File: src/rtl/dfr_pkg.sv
// Shared definitions for the dynamic-fault march controller.
// Holds the controller state type and the fixed element/operation table.
package dfr_pkg;

    typedef enum logic [1:0] {
        ST_IDLE  = 2'd0,
        ST_RUN   = 2'd1,
        ST_FLUSH = 2'd2
    } dfr_state_e;

    localparam logic [2:0] LAST_ELEM = 3'd5;

    // Number of operations per word in element e.
    function automatic logic [2:0] elem_len(input logic [2:0] e);
        return (e == 3'd0 || e == 3'd5) ? 3'd1 : 3'd5;
    endfunction

    // Elements 3 and 4 walk the array from the top address down.
    function automatic logic elem_down(input logic [2:0] e);
        return (e == 3'd3 || e == 3'd4);
    endfunction

    // Operation i of element e as {write, logical value}.
    function automatic logic [1:0] op_code(input logic [2:0] e, input logic [2:0] i);
        logic [1:0] r;
        r = 2'b00;
        case (e)
            3'd0: r = 2'b10;
            3'd1, 3'd3: begin
                case (i)
                    3'd0: r = 2'b00;
                    3'd1: r = 2'b10;
                    3'd2: r = 2'b00;
                    3'd3: r = 2'b11;
                    default: r = 2'b01;
                endcase
            end
            3'd2, 3'd4: begin
                case (i)
                    3'd0: r = 2'b01;
                    3'd1: r = 2'b11;
                    3'd2: r = 2'b01;
                    3'd3: r = 2'b10;
                    default: r = 2'b00;
                endcase
            end
            default: r = 2'b00;
        endcase
        return r;
    endfunction

endpackage

File: src/rtl/dfr_addr_gen.sv
// Fast-row address walker.
// Steps the row field first and carries into the column field; walks up or
// down. Assumes load and step are never asserted together.
module dfr_addr_gen #(
    parameter int ROW_BITS = 4,
    parameter int COL_BITS = 3
) (
    input  logic                clk,
    input  logic                rst_n,
    input  logic                load_i,
    input  logic                load_down_i,
    input  logic                dir_down_i,
    input  logic                step_i,
    output logic [ROW_BITS-1:0] row_o,
    output logic [COL_BITS-1:0] col_o,
    output logic                last_o
);
    localparam logic [ROW_BITS-1:0] ROW_MAX = {ROW_BITS{1'b1}};
    localparam logic [COL_BITS-1:0] COL_MAX = {COL_BITS{1'b1}};

    logic [ROW_BITS-1:0] row_q;
    logic [COL_BITS-1:0] col_q;

    // Load the start corner or advance one word in the current direction.
    always_ff @(posedge clk) begin
        if (!rst_n) begin
            row_q <= '0;
            col_q <= '0;
        end else if (load_i) begin
            row_q <= load_down_i ? ROW_MAX : '0;
            col_q <= load_down_i ? COL_MAX : '0;
        end else if (step_i) begin
            if (dir_down_i) begin
                row_q <= row_q - 1'b1;
                if (row_q == '0) col_q <= col_q - 1'b1;
            end else begin
                row_q <= row_q + 1'b1;
                if (row_q == ROW_MAX) col_q <= col_q + 1'b1;
            end
        end
    end

    // Final word of the pass in the current direction.
    always_comb begin
        last_o = dir_down_i ? (row_q == '0 && col_q == '0)
                            : (row_q == ROW_MAX && col_q == COL_MAX);
    end

    assign row_o = row_q;
    assign col_o = col_q;

    AST_ROW_FAST: assert property (@(posedge clk) disable iff (!rst_n)
        step_i && !last_o |=> row_q != $past(row_q));

    AST_COL_ON_WRAP: assert property (@(posedge clk) disable iff (!rst_n)
        step_i && !dir_down_i && row_q != ROW_MAX |=> col_q == $past(col_q));

endmodule

File: src/rtl/dfr_bg_gen.sv
// Data background mapper.
// Turns a logical value into a physical word for one (row, col) position,
// using either a column-stripe or a row-stripe pattern. Purely combinational.
module dfr_bg_gen #(
    parameter int DATA_W = 8
) (
    input  logic              sel_row_i,
    input  logic              row_lsb_i,
    input  logic              col_lsb_i,
    input  logic              val_i,
    output logic [DATA_W-1:0] word_o
);
    localparam logic ODD_W = (DATA_W % 2) == 1;

    // Column phase flips per column only when the word width is odd.
    logic col_phase;
    assign col_phase = col_lsb_i & ODD_W;

    for (genvar b = 0; b < DATA_W; b++) begin : g_bit
        localparam logic BIT_ODD = (b % 2) == 1;
        assign word_o[b] = val_i ^ (sel_row_i ? row_lsb_i : (col_phase ^ BIT_ODD));
    end

endmodule

File: src/rtl/dfr_resp_cmp.sv
// Read response checker.
// Registers the expectation of each read issued, compares it with the memory
// data one cycle later and keeps the first failing address and element.
module dfr_resp_cmp #(
    parameter int AW     = 7,
    parameter int DATA_W = 8
) (
    input  logic              clk,
    input  logic              rst_n,
    input  logic              clear_i,
    input  logic              chk_valid_i,
    input  logic [DATA_W-1:0] exp_i,
    input  logic [AW-1:0]     addr_i,
    input  logic [2:0]        elem_i,
    input  logic [DATA_W-1:0] rdata_i,
    output logic              fail_o,
    output logic [AW-1:0]     fail_addr_o,
    output logic [2:0]        fail_elem_o
);
    logic              v_q;
    logic [DATA_W-1:0] exp_q;
    logic [AW-1:0]     addr_q;
    logic [2:0]        elem_q;
    logic              mismatch;
    logic              fail_q;
    logic [AW-1:0]     fail_addr_q;
    logic [2:0]        fail_elem_q;

    // Align the expectation with the read latency of the memory.
    always_ff @(posedge clk) begin
        if (!rst_n) begin
            v_q    <= 1'b0;
            exp_q  <= '0;
            addr_q <= '0;
            elem_q <= '0;
        end else begin
            v_q    <= chk_valid_i;
            exp_q  <= exp_i;
            addr_q <= addr_i;
            elem_q <= elem_i;
        end
    end

    assign mismatch = v_q && (rdata_i != exp_q);

    // Sticky fail flag with first-failure capture.
    always_ff @(posedge clk) begin
        if (!rst_n || clear_i) begin
            fail_q      <= 1'b0;
            fail_addr_q <= '0;
            fail_elem_q <= '0;
        end else if (mismatch && !fail_q) begin
            fail_q      <= 1'b1;
            fail_addr_q <= addr_q;
            fail_elem_q <= elem_q;
        end
    end

    assign fail_o      = fail_q;
    assign fail_addr_o = fail_addr_q;
    assign fail_elem_o = fail_elem_q;

    AST_FAIL_STICKY: assert property (@(posedge clk) disable iff (!rst_n)
        fail_q && !clear_i |=> fail_q);

    AST_MISMATCH_FLAGS: assert property (@(posedge clk) disable iff (!rst_n)
        mismatch && !clear_i |=> fail_q);

    AST_FIRST_HELD: assert property (@(posedge clk) disable iff (!rst_n)
        fail_q && !clear_i |=> $stable(fail_addr_q) && $stable(fail_elem_q));

endmodule

File: src/rtl/dfr_bist.sv
// Dynamic-fault march self-test controller (top).
// Sequences six march elements over a single-port synchronous SRAM with a
// one-cycle read latency, one operation per cycle, and reports the result.
// Assumes the memory samples enable, write enable, address and data at the
// clock edge and returns read data in the following cycle.
module dfr_bist
    import dfr_pkg::*;
#(
    parameter int ROW_BITS = 4,
    parameter int COL_BITS = 3,
    parameter int DATA_W   = 8
) (
    input  logic                         clk,
    input  logic                         rst_n,
    input  logic                         start_i,
    input  logic                         bg_sel_i,
    output logic                         mem_en_o,
    output logic                         mem_we_o,
    output logic [ROW_BITS+COL_BITS-1:0] mem_addr_o,
    output logic [DATA_W-1:0]            mem_wdata_o,
    input  logic [DATA_W-1:0]            mem_rdata_i,
    output logic                         done_o,
    output logic                         fail_o,
    output logic [ROW_BITS+COL_BITS-1:0] fail_addr_o,
    output logic [2:0]                   fail_elem_o
);
    localparam int AW = ROW_BITS + COL_BITS;

    dfr_state_e          state_q;
    logic [2:0]          elem_q;
    logic [2:0]          opi_q;
    logic                bg_q;
    logic                done_q;
    logic                run;
    logic                start_ok;
    logic                last_op;
    logic [1:0]          op;
    logic [2:0]          elem_nx;
    logic                addr_last;
    logic                addr_load;
    logic                addr_load_down;
    logic                addr_step;
    logic [ROW_BITS-1:0] row;
    logic [COL_BITS-1:0] col;
    logic [DATA_W-1:0]   word;

    assign run      = (state_q == ST_RUN);
    assign start_ok = (state_q == ST_IDLE) && start_i;
    assign op       = op_code(elem_q, opi_q);
    assign last_op  = (opi_q == elem_len(elem_q) - 3'd1);
    assign elem_nx  = elem_q + 3'd1;

    assign addr_load      = start_ok || (run && last_op && addr_last && elem_q != LAST_ELEM);
    assign addr_load_down = start_ok ? 1'b0 : elem_down(elem_nx);
    assign addr_step      = run && last_op && !addr_last;

    // Controller state: idle, running the march, draining the last compare.
    always_ff @(posedge clk) begin
        if (!rst_n) begin
            state_q <= ST_IDLE;
        end else begin
            case (state_q)
                ST_IDLE:  if (start_i) state_q <= ST_RUN;
                ST_RUN:   if (last_op && addr_last && elem_q == LAST_ELEM) state_q <= ST_FLUSH;
                default:  state_q <= ST_IDLE;
            endcase
        end
    end

    // Element and operation counters, background capture at start.
    always_ff @(posedge clk) begin
        if (!rst_n) begin
            elem_q <= '0;
            opi_q  <= '0;
            bg_q   <= 1'b0;
        end else if (start_ok) begin
            elem_q <= '0;
            opi_q  <= '0;
            bg_q   <= bg_sel_i;
        end else if (run) begin
            if (!last_op) begin
                opi_q <= opi_q + 3'd1;
            end else begin
                opi_q <= '0;
                if (addr_last && elem_q != LAST_ELEM) elem_q <= elem_nx;
            end
        end
    end

    // Completion pulse once the final compare has been taken.
    always_ff @(posedge clk) begin
        if (!rst_n) done_q <= 1'b0;
        else        done_q <= (state_q == ST_FLUSH);
    end

    dfr_addr_gen #(
        .ROW_BITS (ROW_BITS),
        .COL_BITS (COL_BITS)
    ) u_addr (
        .clk         (clk),
        .rst_n       (rst_n),
        .load_i      (addr_load),
        .load_down_i (addr_load_down),
        .dir_down_i  (elem_down(elem_q)),
        .step_i      (addr_step),
        .row_o       (row),
        .col_o       (col),
        .last_o      (addr_last)
    );

    dfr_bg_gen #(
        .DATA_W (DATA_W)
    ) u_bg (
        .sel_row_i (bg_q),
        .row_lsb_i (row[0]),
        .col_lsb_i (col[0]),
        .val_i     (op[0]),
        .word_o    (word)
    );

    dfr_resp_cmp #(
        .AW     (AW),
        .DATA_W (DATA_W)
    ) u_cmp (
        .clk         (clk),
        .rst_n       (rst_n),
        .clear_i     (start_ok),
        .chk_valid_i (run && !op[1]),
        .exp_i       (word),
        .addr_i      ({row, col}),
        .elem_i      (elem_q),
        .rdata_i     (mem_rdata_i),
        .fail_o      (fail_o),
        .fail_addr_o (fail_addr_o),
        .fail_elem_o (fail_elem_o)
    );

    assign mem_en_o    = run;
    assign mem_we_o    = run && op[1];
    assign mem_addr_o  = {row, col};
    assign mem_wdata_o = word;
    assign done_o      = done_q;

    AST_DONE_ONE_CYCLE: assert property (@(posedge clk) disable iff (!rst_n)
        done_o |=> !done_o);

    AST_DONE_QUIET: assert property (@(posedge clk) disable iff (!rst_n)
        done_o |-> !mem_en_o);

    AST_ELEM_FORWARD: assert property (@(posedge clk) disable iff (!rst_n)
        run && $past(run) |-> (elem_q == $past(elem_q) || elem_q == 3'($past(elem_q) + 3'd1)));

    AST_START_IGNORED: assert property (@(posedge clk) disable iff (!rst_n)
        run && start_i && !(last_op && addr_last && elem_q == LAST_ELEM) |=> run);

endmodule

File: config.mk
export PLATFORM = sky130hd
export DESIGN_NAME = dfr_bist
export DESIGN_NICKNAME = d
export VERILOG_FILES = /design/src/rtl/dfr_pkg.sv /design/src/rtl/dfr_addr_gen.sv /design/src/rtl/dfr_bg_gen.sv /design/src/rtl/dfr_resp_cmp.sv /design/src/rtl/dfr_bist.sv
export SDC_FILE = /design/constraint.sdc
export NUM_CORES = 1
export LEC_CHECK = 0
export CAP_MARGIN = 0
export CORE_MARGIN = 5
export CORE_UTILIZATION = 50
export DETAILED_ROUTE_END_ITERATION = 8
export PLACE_DENSITY = 0.75
export RECOVER_POWER = 25
export SLEW_MARGIN = 15
export SYNTH_ARGS = -nofsm -noshare
export SYNTH_HDL_FRONTEND = slang
export SYNTH_HIERARCHICAL = 1
export SYNTH_SLANG_ARGS = --single-unit
File: constraint.sdc
create_clock -name clk -period 6.9 [get_ports clk]
set_input_delay 0.69 -clock clk [delete_from_list [all_inputs] [get_ports clk]]
set_output_delay 0.69 -clock clk [all_outputs]
set_load 0.005 [all_outputs]
==> impl_metrics.env <==
export IMPL_min_path_cells=2
export IMPL_peakVddDrop_mv=0.122
export IMPL_dieArea_sq_um=6300
export IMPL_synthMuxAreaShare_pct=6.30
export IMPL_syn_num_nets=284
export IMPL_grtUsageMet2_pct=23.9
export IMPL_status="completed"
export IMPL_whs_ps=447
export IMPL_global_route_usage_met3_pct=4.20
export IMPL_fin_ws_ps=3030
export IMPL_cts_buffer_depth=2
export IMPL_critPathMaxStageDelay_ps=970
export IMPL_grt_pass1_vias=1680
export IMPL_final_cell_mix="47 x dfxtp_1, 35 x nand2_1, 31 x clkdlybuf4s50_1"
export IMPL_ys_types=46
export IMPL_drtAntennaViolNets=0
export IMPL_grt_usage_pct=15.4
export IMPL_path_max_fanout=10
export IMPL_die_h_microns=79.4
export IMPL_dp_hpwl_mm=3.28
export IMPL_hold_end="u_cmp/fail_addr_o[2]$_SDFFE_PP0P_"
export IMPL_drv_cap=0
export IMPL_finalSetupViolCount=0
export IMPL_p_leak_nw=1.11
export IMPL_firstDrtPassIters=4
export IMPL_finClkSkew_ps=6.01
export IMPL_r2r_start="elem_q[0]$_SDFFE_PP0P_"
export IMPL_yosys_area_share_simple_pct=22.6
export IMPL_seq_area_frac_synth_pct=39.1
export IMPL_cts_setup_buffers=0
export IMPL_die_w_microns=79.4
export IMPL_cp_num_buf_inv=1
export IMPL_worstPathRequired_ps=7130
export IMPL_critPathLaunchType="register"
export IMPL_period_minus_slack_ps=3870
export IMPL_cts_buffers=5
export IMPL_routedWlPerCell_microns=12.9
export IMPL_io_pins=41
export IMPL_start_util_pct=51.3
export IMPL_worst_setup_path_type="reg2reg"
export IMPL_fp_row_count=25
export IMPL_synth_xor_area_share_pct=6.97
export IMPL_drt_initial_drc_count=102
export IMPL_synth_warnings=6
export IMPL_synthArstFlopShare_pct=0
export IMPL_setup_tns_ps=0
export IMPL_min_path_type="reg2reg"
export IMPL_synthAdderAreaFrac_pct=7.91
export IMPL_areaGrowthSynthToFinish_pct=20.3
export IMPL_power_density_nw_per_um2=194
export IMPL_grt_overflow=0
export IMPL_reg2reg_depth=12
export IMPL_clk_latency_ps=300
export IMPL_crit_chain="inv_1 > ha_1 > mux2_2 > and3b_2 > nand2_1 > o21ai_0 > nand4_2 > o21ai_0 > nor2b_1 > a21oi_1 > o21ai_0 > a21boi_1"
export IMPL_cts_tree="built"
export IMPL_drv_slew=0
export IMPL_cp_common_cell="o21ai_0"
export IMPL_root_buffer="clkbuf_8"
export IMPL_finalHoldViolations=0
export IMPL_post_route_drc_count=0
export IMPL_synth_area_per_cell_sq_um=9.32
export IMPL_ff2ff_setup_slack_ps=3030
export IMPL_design_core_area_sq_um=4690
export IMPL_fin_crit_sh_pct=56.1
export IMPL_use_met1_pct=20.8
export IMPL_ctsResizeCount=0
export IMPL_final_common_cell="dfxtp_1"
export IMPL_routed_wl_mm=4.46
export IMPL_place_ws_ps=3160
export IMPL_synth_ff_latch_count=47
export IMPL_synth_compound_area_share_pct=9.83
export IMPL_fmax_mhz=259
export IMPL_vias=1740
export IMPL_synth_area_sq_um=2400
export IMPL_antenna_found_initial=0
export IMPL_synth_flop_cell="dfxtp_1"
export IMPL_gp_congestion=0.807
export IMPL_p_total_uw=561
export IMPL_cts_sinks=47
export IMPL_port_buffers=40
export IMPL_synth_top_family_by_area="simple AND/OR/NAND/NOR gates"
export IMPL_synth_edf_count=0
export IMPL_nets=318
export IMPL_rsz0062_at_grt="false"
export IMPL_end_kind="register"
export IMPL_fillers=440
export IMPL_clkTransAtPathRegs_ps=90
export IMPL_grt_pass1_wl_mm=7.70
export IMPL_cpLargestDelayFamily="compound AO/OA/AOI/OAI gates"
export IMPL_worst_pin_slew_ps=1180
export IMPL_grt_busiest_layer="met2"
export IMPL_drive_above_1_share_pct=7.85
export IMPL_grt_max_degree=32
export IMPL_netlist_instances=258
export IMPL_crit_arrival_ps=4100
export IMPL_cts_hold_buffers=0
export IMPL_antenna_cells=0
export IMPL_h_tree_depth=2
export IMPL_viasPerCell=5.01
export IMPL_max_slew_margin_pct=20.4
export IMPL_rr_endpoint="u_addr/col_o[1]$_SDFFE_PN0P_"
export IMPL_crit_slowest_cell="o21ai_0"
export IMPL_min_from="u_cmp/addr_q[2]$_SDFF_PN0_"
==> cells in the mapped netlist, drive strengths merged (2+ instances only) <==
cell type,count,area share (%)
nand2,36,5.7
inv,13,2.0
clkbuf,4,0.62
xnor2,7,2.5
nor3,2,0.42
buf,11,4.2
nor3b,2,1.1
nor2,9,1.4
ha,12,6.2
xor2,9,3.3
mux2i,14,5.8
fa,2,1.7
a21oi,18,3.7
a21boi,2,0.62
dfxtp,47,39
and3b,2,0.78
and3,2,0.52
and2,22,5.7
o21ai,12,2.5
or3,4,1.0
nand3,2,0.42
nand2b,3,0.78
nor4,2,1.0
nor2b,6,2.2
==> worst max path at each step <==
| stage | start | to | depth (start not counted) |
|---|---|---|---|
| 4_1_cts | elem_q[0]$_SDFFE_PP0P_ | u_addr/col_o[1]$_SDFFE_PN0P_ | 12 |
| 3_5_place_dp | elem_q[0]$_SDFFE_PP0P_ | u_addr/col_o[1]$_SDFFE_PN0P_ | 12 |
| 2_1_floorplan | elem_q[0]$_SDFFE_PP0P_ | u_addr/col_o[1]$_SDFFE_PN0P_ | 13 |
| 3_3_place_gp | elem_q[0]$_SDFFE_PP0P_ | u_addr/col_o[1]$_SDFFE_PN0P_ | 12 |
| 6_report | elem_q[0]$_SDFFE_PP0P_ | u_addr/col_o[1]$_SDFFE_PN0P_ | 12 |
| 5_1_grt | elem_q[0]$_SDFFE_PP0P_ | u_addr/col_o[1]$_SDFFE_PN0P_ | 12 |
==> per-layer routing <==
layer  part of all wire, %  vias to the layer above  routed length (microns)
li1                      -                      916                        -
met1                    49                      789                     2200
met2                    45                       33                     2020
met3                   4.7                        2                      212
met4                  0.60                        0                       27
met5                     0                        -                        0
==> through the flow <==
step                cells  utilization [%]  instance area (sq um)
floorplan             258                -                   2400
global placement      339             59.1                   2770
detailed placement    339             59.1                   2770
CTS                   347             61.7                   2890
global route          347             61.7                   2890
finish                347             61.7                   2890
==> logic make-up (layout without fill, tap and decap cells) <==
group | after synthesis | in the layout
AND/OR/NAND/NOR | 96 | 96
XOR/XNOR | 17 | 17
flip-flops | 47 | 47
buffers and inverters | 29 | 64
AO/OA/AOI/OAI | 40 | 40
multiplexers | 15 | 15
adder cells (fa/ha/maj) | 14 | 14
==> registers in the layout, indices dropped and copies added (netlist names) <==
name	count
u_cmp/fail_o	1
u_cmp/fail_addr_o	7
u_addr/col_o	3
u_cmp/v_q	1
u_cmp/elem_q	3
u_cmp/exp_q	8
elem_q	3
state_q	2
u_cmp/fail_elem_o	3
u_addr/row_o	4
opi_q	3
bg_q	1
done_o	1
u_cmp/addr_q	7
==> power by group <==
| part | internal [mW] | leakage (nW) | switching (mW) |
|---|---|---|---|
| clock network | 0.119 | 0.0618 | 0.0958 |
| registers | 0.279 | 0.382 | 0.00876 |
| logic | 0.0308 | 0.671 | 0.0278 |
| total | 0.429 | 1.11 | 0.132 |
==> final cells by class <==
class	count	area, sq um	area share, %
multi-input cells	182	1290	44.6
clock buffers	6	82.6	2.85
inverters	14	57.6	1.99
flip-flops and latches	47	941	32.5
clock inverters	2	38.8	1.34
repair buffers	42	415	14.4
well taps	54	67.6	2.34
==> worst register-to-register path: stages (launching register included) <==
cell and delay (ps):
dfxtp_1 450, inv_1 120, ha_1 240, mux2_2 350, and3b_2 290, nand2_1 50
o21ai_0 360, nand4_2 240, o21ai_0 970, nor2b_1 200, a21oi_1 250, o21ai_0 120
a21boi_1 180
No activity file was read; power rests on OpenSTA's default activity.
